### config.mk
export PLATFORM = sky130hd
export DESIGN_NAME = flag_stack
export DESIGN_NICKNAME = d
export VERILOG_FILES = /design/src/rtl/flag_stack_pkg.sv /design/src/rtl/flag_stack_ctrl.sv /design/src/rtl/flag_stack_ptr.sv /design/src/rtl/flag_stack_store.sv /design/src/rtl/flag_stack.sv
export SDC_FILE = /design/constraint.sdc
export NUM_CORES = 1
export LEC_CHECK = 0
export BUFFER_PORTS_ARGS = -buffer_cell sky130_fd_sc_hd__buf_2
export CAP_MARGIN = 20
export CORE_MARGIN = 5
export CORE_UTILIZATION = 48
export DETAILED_ROUTE_END_ITERATION = 10
export PLACE_DENSITY = 0.66
export SKIP_LAST_GASP = 1
export SLEW_MARGIN = 25
export SYNTH_ARGS = -nofsm -noshare
export SYNTH_HDL_FRONTEND = slang
export SYNTH_SLANG_ARGS = --single-unit
### constraint.sdc
create_clock -name clk -period 3.14 [get_ports clk]
set_clock_uncertainty 0.2 [all_clocks]
set_input_delay 0.314 -clock clk [delete_from_list [all_inputs] [get_ports clk]]
set_output_delay 0.314 -clock clk [all_outputs]
set_load 0.005 [all_outputs]
### src/rtl/flag_stack_pkg.sv
package flag_stack_pkg;

    // Request classes seen by the controller; encoding is {pop, push}
    typedef enum logic [1:0] {
        REQ_IDLE = 2'b00,
        REQ_PUSH = 2'b01,
        REQ_POP  = 2'b10,
        REQ_BOTH = 2'b11
    } req_e;

    // Decision taken for one cycle
    typedef struct packed {
        logic do_push;
        logic do_pop;
        logic refused;
    } grant_t;

    function automatic req_e classify(input logic push, input logic pop);
        return req_e'({pop, push});
    endfunction

    function automatic grant_t arbitrate(input req_e req, input logic full,
                                         input logic empty);
        grant_t g;
        g = '0;
        unique case (req)
            REQ_PUSH: begin
                g.do_push = !full;
                g.refused = full;
            end
            REQ_POP: begin
                g.do_pop  = !empty;
                g.refused = empty;
            end
            default: g = '0;   // idle or both: no operation
        endcase
        return g;
    endfunction

endpackage

### src/rtl/flag_stack_ctrl.sv
module flag_stack_ctrl
    import flag_stack_pkg::*;
(
    input  logic   clk,
    input  logic   rst,
    input  logic   push_i,
    input  logic   pop_i,
    input  logic   full_i,
    input  logic   empty_i,
    output grant_t grant_o,
    output logic   err_o
);

    req_e req;

    always_comb begin
        req     = classify(push_i, pop_i);
        grant_o = arbitrate(req, full_i, empty_i);
    end

    // Refusal is reported as a registered single-cycle pulse
    always_ff @(posedge clk) begin
        if (rst) err_o <= 1'b0;
        else     err_o <= grant_o.refused;
    end

endmodule

### src/rtl/flag_stack_ptr.sv
module flag_stack_ptr #(
    parameter int PTR_W = 6
) (
    input  logic             clk,
    input  logic             rst,
    input  logic             do_push_i,
    input  logic             do_pop_i,
    output logic [PTR_W-1:0] sp_o,
    output logic [PTR_W-1:0] sp_up_o,
    output logic             full_o,
    output logic             empty_o
);

    localparam logic [PTR_W-1:0] ONE  = PTR_W'(1);
    localparam logic [PTR_W-1:0] ZERO = '0;

    logic [PTR_W-1:0] sp_dn;

    always_comb begin
        sp_up_o = sp_o + ONE;
        sp_dn   = sp_o - ONE;
    end

    always_ff @(posedge clk) begin
        if (rst) begin
            sp_o    <= ZERO;
            full_o  <= 1'b0;
            empty_o <= 1'b1;
        end else if (do_push_i) begin
            sp_o    <= sp_up_o;
            full_o  <= (sp_up_o == ZERO);
            empty_o <= 1'b0;
        end else if (do_pop_i) begin
            sp_o    <= sp_dn;
            empty_o <= (sp_dn == ZERO);
            full_o  <= 1'b0;
        end
    end

endmodule

### src/rtl/flag_stack_store.sv
module flag_stack_store #(
    parameter int PTR_W  = 6,
    parameter int DATA_W = 8
) (
    input  logic              clk,
    input  logic              rst,
    input  logic              wr_en_i,
    input  logic [PTR_W-1:0]  wr_addr_i,
    input  logic [DATA_W-1:0] wr_data_i,
    input  logic              rd_en_i,
    input  logic [PTR_W-1:0]  rd_addr_i,
    output logic [DATA_W-1:0] rd_data_o,
    output logic              rd_valid_o
);

    localparam int DEPTH = 1 << PTR_W;

    logic [DATA_W-1:0] cells [DEPTH];

    always_ff @(posedge clk) begin
        if (wr_en_i) cells[wr_addr_i] <= wr_data_i;
    end

    always_ff @(posedge clk) begin
        if (rst) begin
            rd_data_o  <= '0;
            rd_valid_o <= 1'b0;
        end else begin
            rd_valid_o <= rd_en_i;
            if (rd_en_i) rd_data_o <= cells[rd_addr_i];
        end
    end

endmodule

### src/rtl/flag_stack.sv
module flag_stack
    import flag_stack_pkg::*;
#(
    parameter int PTR_W  = 6,
    parameter int DATA_W = 8
) (
    input  logic              clk,
    input  logic              rst,
    input  logic              push_i,
    input  logic              pop_i,
    input  logic [DATA_W-1:0] wr_data_i,
    output logic [DATA_W-1:0] rd_data_o,
    output logic              rd_valid_o,
    output logic [PTR_W-1:0]  sp_o,
    output logic              full_o,
    output logic              empty_o,
    output logic              err_o
);

    grant_t           grant;
    logic [PTR_W-1:0] sp_up;

    flag_stack_ctrl u_ctrl (
        .clk     (clk),
        .rst     (rst),
        .push_i  (push_i),
        .pop_i   (pop_i),
        .full_i  (full_o),
        .empty_i (empty_o),
        .grant_o (grant),
        .err_o   (err_o)
    );

    flag_stack_ptr #(.PTR_W(PTR_W)) u_ptr (
        .clk       (clk),
        .rst       (rst),
        .do_push_i (grant.do_push),
        .do_pop_i  (grant.do_pop),
        .sp_o      (sp_o),
        .sp_up_o   (sp_up),
        .full_o    (full_o),
        .empty_o   (empty_o)
    );

    // Push writes at the incremented pointer; pop reads at the current one
    flag_stack_store #(.PTR_W(PTR_W), .DATA_W(DATA_W)) u_store (
        .clk        (clk),
        .rst        (rst),
        .wr_en_i    (grant.do_push),
        .wr_addr_i  (sp_up),
        .wr_data_i  (wr_data_i),
        .rd_en_i    (grant.do_pop),
        .rd_addr_i  (sp_o),
        .rd_data_o  (rd_data_o),
        .rd_valid_o (rd_valid_o)
    );

endmodule

* Yosys cells after proc, flatten, opt, wreduce, memory -nomap -nowiden
Memory sizes are Yosys's and may differ from the RTL's. A register that Yosys moved wholly into a read port is not among the register bits.
Cells that the tools add are included.
** Storage, ports and cells
- Output and inout port bits :: 18
- Input port bits :: 12
- Word-level logic and storage cells :: 26
- Flip-flop bits (word level) :: 10
- Bits in writable memories :: 512
- Memories :: 1
** Operators by class
- Equality and inequality tests :: 2
- Reduce and logical (&&, ||, !) cells :: 5
- Add/subtract/negate cells :: 2
- Multiplexer cells :: 11
** Memory list
- u_store.cells :: words 64, bits a word 8, read ports 1, clocked after memory_dff 1, wr ports 1, RTL line flag_stack_store.sv:18 : logic [DATA_W-1:0] cells [DEPTH];
** Operator list (number)
- 6-bit zero test :: 2
- 6-bit two-way mux :: 2
- 1-bit two-way mux :: 8
- 6-bit by 1-bit adder with 6-bit output, second input constant :: 1
- 6-bit by 1-bit subtractor with 6-bit output, second input constant :: 1
- 2-bit by 1-bit == test with 1-bit output, second input constant :: 1
- 2-bit == test, second input constant :: 1
- 1-bit zero test :: 2
- 1-bit one-hot mux with 2 select lines :: 1
- 2-bit nonzero test :: 1

* Depth between registers and ports, before layout
Gate-level depths: netlist of the first run.
- Depth after elaboration :: 4
- Depth in mapped cells :: 11
- Mapped depth without buffers :: 7

* By module
Synthesis of the first run repeated with hierarchy kept, for this count alone.
** Unflattened totals
- Cell total of the unflattened synthesis :: 1120
- Area total of the unflattened synthesis :: 20866.3 µm²
** By module, submodules not included
- flag_stack_store :: seq. area each 15554.9 µm², cells an instance 1041, instances 1, area each 20218.1 µm²
- flag_stack_ptr :: seq. area each 160.2 µm², cells an instance 69, instances 1, area each 554.3 µm²
- flag_stack_ctrl :: seq. area each 20.0 µm², cells an instance 10, instances 1, area each 93.8 µm²

* Least setup slack after synthesis of the first run
No wires, ideal clock.
- Kind :: reg-to-reg
- From :: reg u_ptr.sp_o[0]
- To :: mem u_store.cells[57][0] (enable)
- Setup slack :: 194 ps
- Setup time :: 370 ps
- Cell stages (with the launch flop) :: 10
- Data arrival time :: 2376 ps
- Buffers on the path :: 4
- Data required time :: 2570 ps
- Period minus slack after synthesis :: 2946 ps
- Path through :: dfxtp_1 buf_6 buf_4 buf_6 inv_2 buf_2 ha_1 nor3_1 nand2_1 nor2_1
** On the way
- Word-level cells in the longest chain between the ends :: 1
** RTL lines
- from (decl) :: RTL line flag_stack_ptr.sv:8 : output logic [PTR_W-1:0] sp_o,
- from (signal assigned) :: RTL line flag_stack_ptr.sv:30 : sp_o <= sp_up_o;
- from (signal assigned) :: RTL line flag_stack_ptr.sv:34 : sp_o <= sp_dn;
- 6-bit by 1-bit adder with 6-bit output :: RTL line flag_stack_ptr.sv:20 : sp_up_o = sp_o + ONE;
- to (decl) :: RTL line flag_stack_store.sv:18
No other way between the ends.

* Final worst setup path of the first run
- From :: reg u_ptr.sp_o[0]
- To :: mem u_store.cells[31][0] (enable)
Same word-level chain as after synthesis.

==> results of run 1 <==
-- stage by stage --
stage / power (mW) / setup slack [ns] / utilization / instance area [µm²]
floorplan: 8.44 / 0.194 / - / 21000
global placement: 8.78 / 0.291 / 0.517 / 22300
detailed placement: 8.79 / 0.225 / 0.517 / 22300
CTS: 14.9 / 0.204 / 0.557 / 24100
global route: 15.3 / 0.0685 / 0.557 / 24100
finish: 14.7 / 0.249 / 0.557 / 24100
-- metal layers --
metal  vias to the layer above  track usage
met5                         -            0
met4                         0       0.0638
met3                        67       0.0441
met2                       388        0.324
met1                      5528        0.270
li1                       4628            -
-- repair_timing --
item / 4_1_cts / 5_1_grt
hold endpoints to repair: 35 / 0
hold buffers: 6 / 0
setup endpoints to repair: 0 / 1
gates resized for setup: 0 / 1
-- final cells by class --
cell class / count / area, µm² / area share
flip-flops and latches: 530 / 15700 / 0.654
multi-input cells: 471 / 4810 / 0.200
clock buffers: 64 / 1410 / 0.0585
repair buffers: 137 / 1060 / 0.0440
well taps: 585 / 732 / 0.0304
clock inverters: 30 / 269 / 0.0112
inverters: 9 / 33.8 / 0.00140
-- kinds of logic after synthesis --
family          share of synthesized area
compound gates                     0.0312
xor+xnor                          0.00334
fa+ha+maj                         0.00358
buf+inv                            0.0206
flops                               0.750
mux                                 0.151
simple gates                       0.0398
-- flip-flops by register name (all words and copies together) (netlist names) --
register,count
u_store.rd_valid_o,1
u_store.rd_data_o,8
u_ptr.empty_o,1
u_store.cells,512
u_ctrl.err_o,1
u_ptr.sp_o,6
u_ptr.full_o,1
-- cells in the mapped netlist (2+ instances only) --
cell type	instances	area, µm²
nor3_1	12	60.1
inv_1	6	22.5
mux2i_1	38	380
buf_2	19	95.1
edfxtp_1	512	15400
xnor2_1	5	43.8
a21oi_1	19	95.1
nand2b_1	6	37.5
inv_2	3	11.3
o31ai_1	16	120
a21o_1	2	15.0
a22oi_1	4	30.0
a211oi_1	14	105
dfxtp_1	18	360
o21ai_0	2	10.0
o22ai_1	29	181
xor2_1	3	26.3
nor2_1	79	297
nor2b_1	12	75.1
and3_1	3	18.8
mux2_2	14	158
nand3_1	6	30.0
o21ai_1	4	20.0
buf_1	4	15.0
a31oi_1	3	18.8
nand4_1	5	31.3
clkbuf_1	12	45.0
ha_1	6	75.1
buf_4	14	105
buf_6	11	124
o21bai_1	2	15.0
mux4_2	117	2640
nand2_1	52	195
nor4_1	7	43.8
-- worst max path at each step --
stage,cells after the start,end,slack (ns),start
3_5_place_dp,6,u_store.rd_data_o[1],0.22,u_ptr.sp_o[0]
6_report,8,u_store.cells[31][0],0.25,u_ptr.sp_o[0]
4_1_cts,6,u_store.rd_data_o[1],0.20,u_ptr.sp_o[0]
2_1_floorplan,9,u_store.cells[57][0],0.19,u_ptr.sp_o[0]
3_3_place_gp,6,u_store.rd_data_o[1],0.29,u_ptr.sp_o[0]
5_1_grt,7,u_store.rd_data_o[6],0.07,u_ptr.sp_o[0]
-- power by group through the flow --
stage / combinational (mW) / sequential (mW) / clock [mW]
2_1_floorplan: 0.508 / 7.94 / 0
3_3_place_gp: 0.833 / 7.94 / 0
3_5_place_dp: 0.844 / 7.94 / 0
4_1_cts: 0.850 / 7.79 / 6.22
5_1_grt: 0.905 / 7.79 / 6.56
6_report: 0.843 / 7.79 / 6.10
==> results.yml, run 1 <==
critical_path:
  max_stage_delay_ns: 0.73
  timing.critical_path.slowest_stage_cell: "o21bai_1"
  critical_path_arrival_ns: 3.02
  reg2reg_depth: 8
  end_kind: "register"
  reg2reg_slack_ns: 0.25
  r2r_start: "u_ptr.sp_o[0]"
  cp_top_family: "compound AO/OA/AOI/OAI gates"
  cp.required_ns: 3.27
  crit_top_cell: "buf_4"
  r2r-end: "u_store.cells[31][0]"
  path_max_fanout: 13
  startpoint_type: "register"
  crit_path_cell_trace: "ha_1 > buf_4 > and3b_1 > o21ai_1 > a21oi_1 > o21bai_1 > nor2_1 > buf_4"
  crit_type: "register to register"
  worst-path-buf-inv: 2
power:
  power.share.clock: 0.414
  intPower_mw: 11.7
  combinationalPowerShare: 0.057
  switchingPower_mw: 3.06
  powerDensity_nw_per_um2: 613
  p_seq_frac: 0.529
  swShare: 0.207
  leakage_nw: 7.77
  vdd_drop_max_v: 0.000444
synth:
  synth_area_per_cell_um2: 19.6
  synth_cell_type_count: 46
  synth_edf_count: 512
  syn_nets: 1089
  ys_ff_latch: 530
  yosysSeqAreaShare: 0.750
  synth_ff_type: "edfxtp_1"
  synthesis.area_um2: 21000
  synthArstFlopShare: 0
  syn_inst: 1071
  synth_warnings: 0
sta:
  fmax_ghz: 0.346
  period_share: 0.921
  fin_crit_ns: 2.89
  whs_ns: 0.0325
  relSlewSlack: 0.392
  finalSetupViolCount: 0
  tightest_slew_ns: 0.910
  hold_viol: 0
  fin_setup_tns_ns: 0
  rsz0062_at_grt: "no"
  slew_violations: 0
run_status:
  status: "finished, final reports clean"
clock_tree:
  cts_inserted_buffers: 52
  root_buffer: "clkbuf_16"
  clkTransAtPathRegs_ns: 0.06
  clock_sinks: 530
  clockBufferDepth: 3
  post_cts_buffers: 0
  cts_tree: "built"
  clock_latency_ns: 0.59
  cts-htree-levels: 2
global_routing:
  grt_max_degree: 65
  grt_pass1_vias: 11100
  grt_use_total: 0.199
  grt_overflow: 0
  grt_pass1_wl_mm: 70.3
  antenna_found_initial: 0
die:
  die-area_um2: 48000
  core.rowCount: 76
  initial_utilization: 0.486
  die_y_um: 219
  coreArea_um2: 43200
  ioPinCount: 30
  dieWidth_um: 219
cells_and_area:
  diodes: 0
  final_cell_mix: "edfxtp_1, mux4_2, buf_4"
  layout.cells.non_filler: 1826
  drive_above_1_share: 0.274
  area_growth_pct: 14.7
  num-fill-cells: 3328
  final_common_cell: "edfxtp_1"
  final_nets: 1219
place:
  io_buffers: 29
  dp_cells: 1726
  gp_congestion: 0.889
  dp_hpwl_mm: 29.6
drt:
  drc: 0
  viasPerCell: 5.81
  drt_iter0_markers: 1094
  routedWlPerCell_um: 25.5
  wl_met3_mm: 3.30
  ant_nets: 0
  top_layer: "met4"
  routed-via-count: 10600
  drt-total-wl_mm: 46.6
  drtPass1Iterations: 5
  wl_met2_mm: 23.0
  wirelength_met1_mm: 19.0
min_path:
  hold_class: "input port to register"
  worstHoldStart: "wr_data_i[0]"
  hold_path_depth: 2
  hold_end: "u_store.cells[45][0]"
job:
  max_cap_viol_count: 0
Note: power is estimated with default switching activity, not from simulation.
==> run 2: changes to the inputs <==
--- a/config.mk
+++ b/config.mk
@@ -9,8 +9,11 @@
 export CAP_MARGIN = 20
 export CORE_MARGIN = 5
 export CORE_UTILIZATION = 48
+export CTS_CLUSTER_SIZE = 12
 export DETAILED_ROUTE_END_ITERATION = 10
+export GPL_ROUTABILITY_DRIVEN = 0
 export PLACE_DENSITY = 0.66
+export RECOVER_POWER = 100
 export SKIP_LAST_GASP = 1
 export SLEW_MARGIN = 25
 export SYNTH_ARGS = -nofsm -noshare
==> results.yml, run 2 (same netlist as run 1, synthesis figures left out) <==
run_status:
  status: "complete, but fails checks"
  violations: "max-capacitance violations, max-slew violations"
place:
  dp_hpwl_mm: 29.6
  io_buffers: 29
  dp_cells: 1726
  place_ws_ns: 0.225
  place_area_um2: 22300
die:
  die_y_um: 219
  initial_utilization: 0.486
  ioPinCount: 30
  die-area_um2: 48000
  coreArea_um2: 43200
  core.rowCount: 76
  dieWidth_um: 219
critical_path:
  startpoint_type: "register"
  worst-path-buf-inv: 2
  path_max_fanout: 13
  max_stage_delay_ns: 0.71
  cp_top_family: "compound AO/OA/AOI/OAI gates"
  crit_path_cell_trace: "ha_1 > clkbuf_1 > and3b_1 > o21ai_0 > a21oi_1 > o21bai_1 > nor2_1 > clkbuf_2"
  crit_type: "register to register"
  end_kind: "register"
  timing.critical_path.slowest_stage_cell: "o21bai_1"
  critical_path_arrival_ns: 3.08
  cp.required_ns: 3.24
clock_tree:
  clock_latency_ns: 0.58
  clkTransAtPathRegs_ns: 0.06
  cts-htree-levels: 2
  cts_tree: "built"
  root_buffer: "clkbuf_16"
  clock_sinks: 530
  clockBufferDepth: 3
  cts_inserted_buffers: 53
sta:
  period_share: 0.950
  fin_setup_tns_ns: 0
  fmax_ghz: 0.335
  tightest_slew_ns: 2.83
  slew_violations: 272
  rsz0062_at_grt: "no"
  finalWorstSetupSlack_ns: 0.158
  relSlewSlack: -0.885
  whs_ns: 0.251
  finalSetupViolCount: 0
  hold_viol: 0
  fin_crit_ns: 2.98
global_routing:
  grt_use_total: 0.198
  grt_overflow: 0
  grt_pass1_vias: 11000
  antenna_found_initial: 0
  grt_max_degree: 65
  grt_pass1_wl_mm: 69.9
cells_and_area:
  layout.cells.non_filler: 1812
  area_growth_pct: 12.5
  num-fill-cells: 3426
  drive_above_1_share: 0.229
  final_nets: 1220
  fin_util: 0.547
  final_common_cell: "edfxtp_1"
  final_cell_mix: "edfxtp_1, mux4_2, nor2_1"
  reg_top3: "u_store.cells (512), u_store.rd_data_o (8), u_ptr.sp_o (6)"
  regArea_um2: 15700
  largest_register_ffs: 512
  regMostFlops: "u_store.cells"
  multi_input_comb_area_um2: 4810
  final_area_um2: 23600
  diodes: 0
drt:
  drt_iter0_markers: 1053
  routedWlPerCell_um: 25.7
  drtPass1Iterations: 5
  drc: 0
  routed-via-count: 10600
  drt-total-wl_mm: 46.6
  viasPerCell: 5.84
  ant_nets: 0
job:
  max_cap_viol_count: 6
power:
  vdd_drop_max_v: 0.000353
  powerDensity_nw_per_um2: 604
  power.total_mw: 14.2
  leakage_nw: 7.44
min_path:
  hold_class: "register to register"
[run 2: cell count changes in the layout (fill, tap and decap cells not counted), sizes merged]
cell / delta
buf: -85
clkdlybuf4s25: +2
clkbuf: +88
inv: -2
bufinv: -4
clkinv: -13
[run 2: repair_timing]
| item | 4_1_cts | 5_1_grt |
|---|---|---|
| endpoints found under the setup margin | 0 | 1 |
| resized for setup | 0 | 1 |
| hold buffers | 6 | 0 |
| hold endpoints to repair | 35 | 0 |
| setup buffers | 0 | 0 |
[run 2: layout make-up]
class	instances	area share
well taps	585	0.0310
repair buffers	137	0.0334
multi-input cells	471	0.204
inverters	9	0.00143
clock inverters	11	0.00334
clock buffers	69	0.0596
flip-flops and latches	530	0.667
[run 2: final timing paths]
| kind | startpoint | to | slack, ns | depth (start not counted) |
|---|---|---|---|---|
| max | u_ptr.sp_o[0] | u_store.cells[29][5] | 0.16 | 8 |
| max reg2reg | u_ptr.sp_o[0] | u_store.cells[29][5] | 0.16 | 8 |
| min reg2reg | u_store.rd_data_o[4] | u_store.rd_data_o[4] | 0.25 | 2 |
| min | u_store.rd_data_o[4] | u_store.rd_data_o[4] | 0.25 | 2 |
[run 2: worst min-delay path, stage by stage (launching register included)]
cell     delay (ns)
dfxtp_1        0.32
nand2_1        0.05
o31ai_1        0.05
[run 2: layer usage]
| layer | up-vias | routed length, µm | GRT usage |
|---|---|---|---|
| met5 | - | 0 | 0 |
| met4 | 0 | 1250 | 0.0622 |
| met3 | 73 | 3080 | 0.0384 |
| met2 | 375 | 23300 | 0.329 |
| met1 | 5522 | 19000 | 0.268 |
| li1 | 4609 | - | - |
[run 2: power by group]
| group | internal (mW) | switching [mW] |
|---|---|---|
| combinational | 0.312 | 0.509 |
| clock | 3.18 | 2.43 |
| sequential | 7.79 | 0.0206 |
| total | 11.3 | 2.96 |
